`src/rtl/s2m_pkg.sv`:
```
package s2m_pkg;
  parameter int unsigned ADDR_W = 32;
  parameter int unsigned DATA_W = 16;
  parameter int unsigned CFG_W  = 32;

  localparam int unsigned GO_BIT   = 0;
  localparam int unsigned PARK_BIT = 1;

  typedef enum logic {
    CFG_ADDR = 1'b0,
    CFG_CTRL = 1'b1
  } cfg_sel_e;

  typedef struct packed {
    logic              park;
    logic [ADDR_W-1:0] addr;
  } desc_t;

  localparam int unsigned DESC_W = $bits(desc_t);
endpackage

```
`src/rtl/s2m_desc_stage.sv`:
```
module s2m_desc_stage
  import s2m_pkg::*;
(
  input  logic             clk_i,
  input  logic             rst_ni,
  input  logic             cfg_we_i,
  input  logic             cfg_sel_i,
  input  logic [CFG_W-1:0] cfg_wdata_i,
  input  logic             fifo_full_i,
  output logic             push_o,
  output desc_t            push_desc_o,
  output logic             overflow_o
);
  logic [ADDR_W-1:0] addr_q;
  logic              park_q;
  logic              go_q;
  logic              ovf_q;
  logic              ctrl_wr;

  assign ctrl_wr = cfg_we_i && (cfg_sel_i == CFG_CTRL);

  always_ff @(posedge clk_i or negedge rst_ni) begin
    if (!rst_ni) begin
      addr_q <= '0;
      park_q <= 1'b0;
      go_q   <= 1'b0;
      ovf_q  <= 1'b0;
    end else begin
      if (cfg_we_i && (cfg_sel_i == CFG_ADDR)) addr_q <= cfg_wdata_i[ADDR_W-1:0];
      if (ctrl_wr) park_q <= cfg_wdata_i[PARK_BIT];
      // go lives for one cycle only
      go_q <= ctrl_wr && cfg_wdata_i[GO_BIT];
      if (go_q && fifo_full_i) ovf_q <= 1'b1;
    end
  end

  assign push_o           = go_q && !fifo_full_i;
  assign push_desc_o.addr = addr_q;
  assign push_desc_o.park = park_q;
  assign overflow_o       = ovf_q;


  drop_sets_ovf_chk: assert property (@(posedge clk_i) disable iff (!rst_ni)
    go_q && fifo_full_i |=> overflow_o);

  ovf_sticky_chk: assert property (@(posedge clk_i) disable iff (!rst_ni)
    overflow_o |=> overflow_o);

  go_self_clear_chk: assert property (@(posedge clk_i) disable iff (!rst_ni)
    go_q && !ctrl_wr |=> !push_o);
endmodule

```
`src/rtl/s2m_desc_fifo.sv`:
```
module s2m_desc_fifo #(
  parameter int unsigned WIDTH = 33,
  parameter int unsigned DEPTH = 4
) (
  input  logic             clk_i,
  input  logic             rst_ni,
  input  logic             push_i,
  input  logic [WIDTH-1:0] din_i,
  input  logic             pop_i,
  output logic [WIDTH-1:0] dout_o,
  output logic             empty_o,
  output logic             full_o
);
  localparam int unsigned PTR_W = (DEPTH > 1) ? $clog2(DEPTH) : 1;
  localparam int unsigned CNT_W = $clog2(DEPTH + 1);
  localparam logic [PTR_W-1:0] LAST = PTR_W'(DEPTH - 1);

  logic [WIDTH-1:0] mem_q [DEPTH];
  logic [PTR_W-1:0] wr_q, rd_q;
  logic [CNT_W-1:0] cnt_q;

  assign empty_o = (cnt_q == '0);
  assign full_o  = (cnt_q == CNT_W'(DEPTH));
  assign dout_o  = mem_q[rd_q];

  always_ff @(posedge clk_i or negedge rst_ni) begin
    if (!rst_ni) begin
      wr_q  <= '0;
      rd_q  <= '0;
      cnt_q <= '0;
      for (int i = 0; i < DEPTH; i++) mem_q[i] <= '0;
    end else begin
      if (push_i) begin
        mem_q[wr_q] <= din_i;
        wr_q <= (wr_q == LAST) ? '0 : wr_q + 1'b1;
      end
      if (pop_i) rd_q <= (rd_q == LAST) ? '0 : rd_q + 1'b1;
      case ({push_i, pop_i})
        2'b10:   cnt_q <= cnt_q + 1'b1;
        2'b01:   cnt_q <= cnt_q - 1'b1;
        default: cnt_q <= cnt_q;
      endcase
    end
  end


  no_push_full_chk: assert property (@(posedge clk_i) disable iff (!rst_ni)
    push_i |-> !full_o);

  no_pop_empty_chk: assert property (@(posedge clk_i) disable iff (!rst_ni)
    pop_i |-> !empty_o);
endmodule

```
`src/rtl/s2m_dispatch.sv`:
```
module s2m_dispatch
  import s2m_pkg::*;
#(
  parameter int unsigned CNT_W = 16
) (
  input  logic              clk_i,
  input  logic              rst_ni,
  input  logic              fifo_empty_i,
  input  desc_t             fifo_desc_i,
  input  logic              done_i,
  output logic              pop_o,
  output logic              load_o,
  output logic [ADDR_W-1:0] load_addr_o,
  output logic              active_o,
  output logic [CNT_W-1:0]  pkt_count_o
);
  logic             active_q;
  logic             last_vld_q;
  desc_t            last_q;
  logic [CNT_W-1:0] cnt_q;
  logic             reissue;

  // queued descriptor wins over parked reuse
  assign pop_o       = !active_q && !fifo_empty_i;
  assign reissue     = !active_q && fifo_empty_i && last_vld_q && last_q.park;
  assign load_o      = pop_o || reissue;
  assign load_addr_o = pop_o ? fifo_desc_i.addr : last_q.addr;
  assign active_o    = active_q;
  assign pkt_count_o = cnt_q;

  always_ff @(posedge clk_i or negedge rst_ni) begin
    if (!rst_ni) begin
      active_q   <= 1'b0;
      last_vld_q <= 1'b0;
      last_q     <= '0;
      cnt_q      <= '0;
    end else begin
      if (load_o) begin
        active_q <= 1'b1;
        if (pop_o) begin
          last_q     <= fifo_desc_i;
          last_vld_q <= 1'b1;
        end
      end else if (done_i) begin
        active_q <= 1'b0;
        cnt_q    <= cnt_q + 1'b1;
      end
    end
  end


  done_when_armed_chk: assert property (@(posedge clk_i) disable iff (!rst_ni)
    done_i |-> active_q);

  count_step_chk: assert property (@(posedge clk_i) disable iff (!rst_ni)
    done_i |=> pkt_count_o == $past(pkt_count_o) + 1'b1);

  reuse_needs_park_chk: assert property (@(posedge clk_i) disable iff (!rst_ni)
    load_o && fifo_empty_i |-> last_vld_q && last_q.park);
endmodule

```
`src/rtl/s2m_write_master.sv`:
```
module s2m_write_master
  import s2m_pkg::*;
(
  input  logic              clk_i,
  input  logic              rst_ni,
  input  logic              active_i,
  input  logic              load_i,
  input  logic [ADDR_W-1:0] load_addr_i,
  input  logic              s_valid_i,
  output logic              s_ready_o,
  input  logic [DATA_W-1:0] s_data_i,
  input  logic              s_eop_i,
  output logic              m_valid_o,
  input  logic              m_ready_i,
  output logic [ADDR_W-1:0] m_addr_o,
  output logic [DATA_W-1:0] m_data_o,
  output logic              done_o
);
  logic [ADDR_W-1:0] cur_q, addr_q;
  logic [DATA_W-1:0] data_q;
  logic              hold_q, eop_q;
  logic              take, issue;

  assign s_ready_o = active_i && !hold_q;
  assign take      = s_valid_i && s_ready_o;
  assign issue     = hold_q && m_ready_i;
  assign done_o    = issue && eop_q;
  assign m_valid_o = hold_q;
  assign m_addr_o  = addr_q;
  assign m_data_o  = data_q;

  always_ff @(posedge clk_i or negedge rst_ni) begin
    if (!rst_ni) begin
      cur_q  <= '0;
      addr_q <= '0;
      data_q <= '0;
      hold_q <= 1'b0;
      eop_q  <= 1'b0;
    end else begin
      if (load_i)    cur_q <= load_addr_i;
      else if (take) cur_q <= cur_q + 1'b1;
      if (take) begin
        hold_q <= 1'b1;
        addr_q <= cur_q;
        data_q <= s_data_i;
        eop_q  <= s_eop_i;
      end else if (issue) begin
        hold_q <= 1'b0;
      end
    end
  end


  req_hold_chk: assert property (@(posedge clk_i) disable iff (!rst_ni)
    m_valid_o && !m_ready_i |=> m_valid_o && $stable(m_addr_o) && $stable(m_data_o));

  take_needs_desc_chk: assert property (@(posedge clk_i) disable iff (!rst_ni)
    !active_i |-> !s_ready_o);
endmodule

```
`src/rtl/s2m_dma.sv`:
```
module s2m_dma
  import s2m_pkg::*;
#(
  parameter int unsigned FIFO_DEPTH = 4,
  parameter int unsigned CNT_W      = 16
) (
  input  logic              clk_i,
  input  logic              rst_ni,
  input  logic              cfg_we_i,
  input  logic              cfg_sel_i,
  input  logic [CFG_W-1:0]  cfg_wdata_i,
  input  logic              s_valid_i,
  output logic              s_ready_o,
  input  logic [DATA_W-1:0] s_data_i,
  input  logic              s_eop_i,
  output logic              m_valid_o,
  input  logic              m_ready_i,
  output logic [ADDR_W-1:0] m_addr_o,
  output logic [DATA_W-1:0] m_data_o,
  output logic              busy_o,
  output logic              fifo_empty_o,
  output logic              fifo_full_o,
  output logic              overflow_o,
  output logic [CNT_W-1:0]  pkt_count_o
);
  logic              push, pop, load, active, done;
  desc_t             push_desc, head_desc;
  logic [DESC_W-1:0] head_raw;
  logic [ADDR_W-1:0] load_addr;

  assign head_desc = desc_t'(head_raw);

  s2m_desc_stage u_stage (
    .clk_i       (clk_i),
    .rst_ni      (rst_ni),
    .cfg_we_i    (cfg_we_i),
    .cfg_sel_i   (cfg_sel_i),
    .cfg_wdata_i (cfg_wdata_i),
    .fifo_full_i (fifo_full_o),
    .push_o      (push),
    .push_desc_o (push_desc),
    .overflow_o  (overflow_o)
  );

  s2m_desc_fifo #(.WIDTH(DESC_W), .DEPTH(FIFO_DEPTH)) u_fifo (
    .clk_i   (clk_i),
    .rst_ni  (rst_ni),
    .push_i  (push),
    .din_i   (push_desc),
    .pop_i   (pop),
    .dout_o  (head_raw),
    .empty_o (fifo_empty_o),
    .full_o  (fifo_full_o)
  );

  s2m_dispatch #(.CNT_W(CNT_W)) u_disp (
    .clk_i        (clk_i),
    .rst_ni       (rst_ni),
    .fifo_empty_i (fifo_empty_o),
    .fifo_desc_i  (head_desc),
    .done_i       (done),
    .pop_o        (pop),
    .load_o       (load),
    .load_addr_o  (load_addr),
    .active_o     (active),
    .pkt_count_o  (pkt_count_o)
  );

  s2m_write_master u_wm (
    .clk_i       (clk_i),
    .rst_ni      (rst_ni),
    .active_i    (active),
    .load_i      (load),
    .load_addr_i (load_addr),
    .s_valid_i   (s_valid_i),
    .s_ready_o   (s_ready_o),
    .s_data_i    (s_data_i),
    .s_eop_i     (s_eop_i),
    .m_valid_o   (m_valid_o),
    .m_ready_i   (m_ready_i),
    .m_addr_o    (m_addr_o),
    .m_data_o    (m_data_o),
    .done_o      (done)
  );

  assign busy_o = active || m_valid_o;


  stall_under_bp_chk: assert property (@(posedge clk_i) disable iff (!rst_ni)
    m_valid_o && !m_ready_i |-> !s_ready_o);
endmodule

```
`config.mk`:
```
export PLATFORM = sky130hd
export DESIGN_NAME = s2m_dma
export DESIGN_NICKNAME = d
export VERILOG_FILES = /design/src/rtl/s2m_pkg.sv /design/src/rtl/s2m_desc_stage.sv /design/src/rtl/s2m_desc_fifo.sv /design/src/rtl/s2m_dispatch.sv /design/src/rtl/s2m_write_master.sv /design/src/rtl/s2m_dma.sv
export SDC_FILE = /design/constraint.sdc
export NUM_CORES = 1
export LEC_CHECK = 0
export BUFFER_PORTS_ARGS = -buffer_cell sky130_fd_sc_hd__clkbuf_2
export CORE_ASPECT_RATIO = 0.5
export CORE_MARGIN = 2
export CORE_UTILIZATION = 59
export DETAILED_ROUTE_END_ITERATION = 16
export PLACE_DENSITY = 0.79
export SLEW_MARGIN = 40
export SYNTH_ARGS = -nofsm -noshare
export SYNTH_HDL_FRONTEND = slang
export SYNTH_SLANG_ARGS = --single-unit
```
`constraint.sdc`:
```
create_clock -name clk_i -period 2.4 [get_ports clk_i]
set_clock_uncertainty 0.05 [all_clocks]
set_input_delay 0.12 -clock clk_i [delete_from_list [all_inputs] [get_ports clk_i]]
set_output_delay 0.12 -clock clk_i [all_outputs]
set_load 0.01 [all_outputs]
```
==> results.tsv <==
metric	value	unit
sequential fraction of the synthesis area	58.0	%
PnR Total Power	19.3	mW
Cell Area, Synth	0.0132	mm²
worst reg2reg path startpoint	u_fifo.cnt_q[0]	
Final Hold Fails	0	
post-layout util	72.2	%
Syn Area/Cell	12.8	µm²
first-pass GRT wire length	48300	µm
die outline area	0.0237	mm²
ant diodes	0	
initial antenna violation count	0	
status	complete, no violations	
Max FO, Critical Path	8	
clk slew on worst S/H paths	0.07	ns
worst r2r path cells	10	
GRT Overall Usage	26.0	%
num rows	38	
antenna viol nets, final	0	
I/O pin cnt	125	
Nets	1278	
Slew Viols, Final	0	
DR vias/cell	5.75	
CTS Root Cell	clkbuf_16	
htree depth	1	
FMAX	448	MHz
RSZ-0062 raised after global routing	false	
HP Start	s_valid_i	
RePlAce Congestion	0.900	
pin slew with the least headroom to its limit	0.682	ns
Period minus WS final	2.23	ns
asr flop ratio synth	100	%
core area	0.0218	mm²
Max clock buf depth	3	
insertion delay to the later sink of the worst-skew pair	0.55	ns
# DRC	0	
leakage	7.53	nW
drt first pass iters	5	
crit share post-route	93.0	%
syn_nets	1095	
PortBufs	124	
WHS Path Cells	4	
hold slack	0.0729	ns
layout overhead on the synthesized area	18.9	%
worst reg-to-reg setup slack	0.17	ns
layout cells sized above 1	26.6	%
Max Cap Viol	0	
max_slew headroom	54.5	%
Synth Flop Type	dfrtp_1	
Hold WC Path Type	input port to register	
Worst Hold End	u_wm.cur_q[14]	
Cells after Synth	1031	
CTS tree	yes	
Post-Route Setup TNS	0	ns
hpwl dp	19300	µm
critical path type	register to register	
Routed WL	29300	µm
number of DRC markers in iteration 0	637	
Req. time, crit path	2.78	ns
Die H	110	µm
WL per Instance	19.1	µm
CTS Sinks	307	
vias	8819	
commonest non-fill, non-tap cell in the layout	dfrtp_1	
die width	216	µm
Yosys reg bits	307	
crit end category	register	
Yosys Warn Count	0	
Cell Pwr Density	1230	mW/mm²
vias in the first global route	9067	
number of flops mapped to enable cells by yosys	0	
Worst VDD drop	0.619	mV
largest net degree at the start of global routing	78	
Startpoint Class	register	
commonest cells after routing, fill and taps aside	dfrtp_1 (306), nand2_1 (199), clkbuf_2 (123)	
reg2reg end	u_fifo.cnt_q[2]	
Cell variety after synth	49	
Critical Path AT	2.61	ns
final setup vio count	0	
Initial Util	60.7	%
Num CTS Buffers	27	
grt ovf	0	
-- metrics by stage --
stage	instances	worst slack, ns	instance area [µm²]
after floorplan	1031	0.236	13200
after global placement	1431	0.312	14300
after detailed placement	1431	0.191	14300
after CTS	1535	0.179	15800
after global routing	1535	0.00493	15800
final	1535	0.169	15800
-- logic make-up (layout without fill, tap and decap cells) --
group | count (synthesis) | after routing | share of synthesized area, %
xor gates and xnor gates | 40 | 40 | 2.65
muxes | 219 | 219 | 21.4
and+or+nand+nor | 308 | 308 | 10.8
adders and majority gates | 9 | 9 | 0.907
AOI/OAI and AO/OA | 78 | 78 | 3.85
DFF | 307 | 307 | 58.0
buffers and inverters | 70 | 274 | 2.35
-- cell usage after synthesis (all sizes together) (4+ instances only) --
cell      n  area, µm²
o21ai    32        160
xor2     14        123
nor4      9       96.3
dfrtp   307       7680
ha        8        100
inv      14       52.6
nand2   199        747
xnor2    26        228
a221oi    7       61.3
nand3    15       75.1
mux2    184       2070
o211ai    6       45.0
a21o     16        120
clkbuf   22       82.6
a21oi     7       35.0
nor3      9       50.1
buf      34        176
nand4    22        153
or3       4       25.0
nor2     16       60.1
and3     20        125
mux4     33        743
-- registers in the layout, summed over array words and instances, names as in the netlist, 2 cells and up --
signal              flops
u_disp.last_q          33
u_wm.m_data_o          16
u_wm.cur_q             32
u_wm.m_addr_o          32
u_fifo.wr_q             2
u_fifo.mem_q          132
u_disp.pkt_count_o     16
u_fifo.cnt_q            3
u_stage.addr_q         32
u_fifo.rd_q             2
-- how the worst max path moves through the flow --
stage,slack [ns],cells past startpoint,to,start
final,0.17,10,u_fifo.cnt_q[2],u_fifo.cnt_q[0]
after CTS,0.18,10,u_fifo.cnt_q[2],u_fifo.cnt_q[0]
after global placement,0.31,10,u_fifo.cnt_q[2],u_fifo.cnt_q[0]
after floorplan,0.24,11,u_fifo.cnt_q[2],u_fifo.cnt_q[0]
after detailed placement,0.19,10,u_fifo.cnt_q[2],u_fifo.cnt_q[0]
after global routing,0.005,10,u_fifo.cnt_q[2],u_fifo.cnt_q[0]
-- final cells by class --
class	count	area (µm²)
fillers	1436	6070
multi-input cells	654	5260
flip-flops and latches	307	7680
well taps	300	375
clock inverters	7	63.8
repair buffers	210	1510
clock buffers	43	806
inverters	14	52.6
-- worst max-delay path: stages (launching register included) --
cell and delay [ns]:
dfrtp_1 0.43, inv_2 0.07, and3_1 0.20, nor2b_1 0.36
inv_1 0.14, ha_1 0.26, inv_1 0.08, fa_1 0.19
xor2_1 0.15, nor2_1 0.06, xor2_1 0.14
-- where the power goes --
group	internal (mW)	total (mW)	switching, mW	leakage, nW
clock network	2.41	4.27	1.86	0.432
logic	3.14	6.30	3.16	3.22
registers	7.31	8.77	1.46	3.87
-- routing by layer --
metal | vias to the layer above | part of all wire (%) | global-route usage [%]
met4 | 0 | 1.3 | 4.79
met3 | 41 | 5.0 | 4.43
met2 | 237 | 47 | 43.0
li1 | 3986 | - | -
met5 | - | 0 | 0
met1 | 4555 | 46 | 37.3
-- what timing repair did --
action	4_1_cts	5_1_grt
hold buffers	54	0
resized for setup	0	0
endpoints found under the hold margin	123	0
setup buffers	0	0
Power figures use the tool's default switching activity.
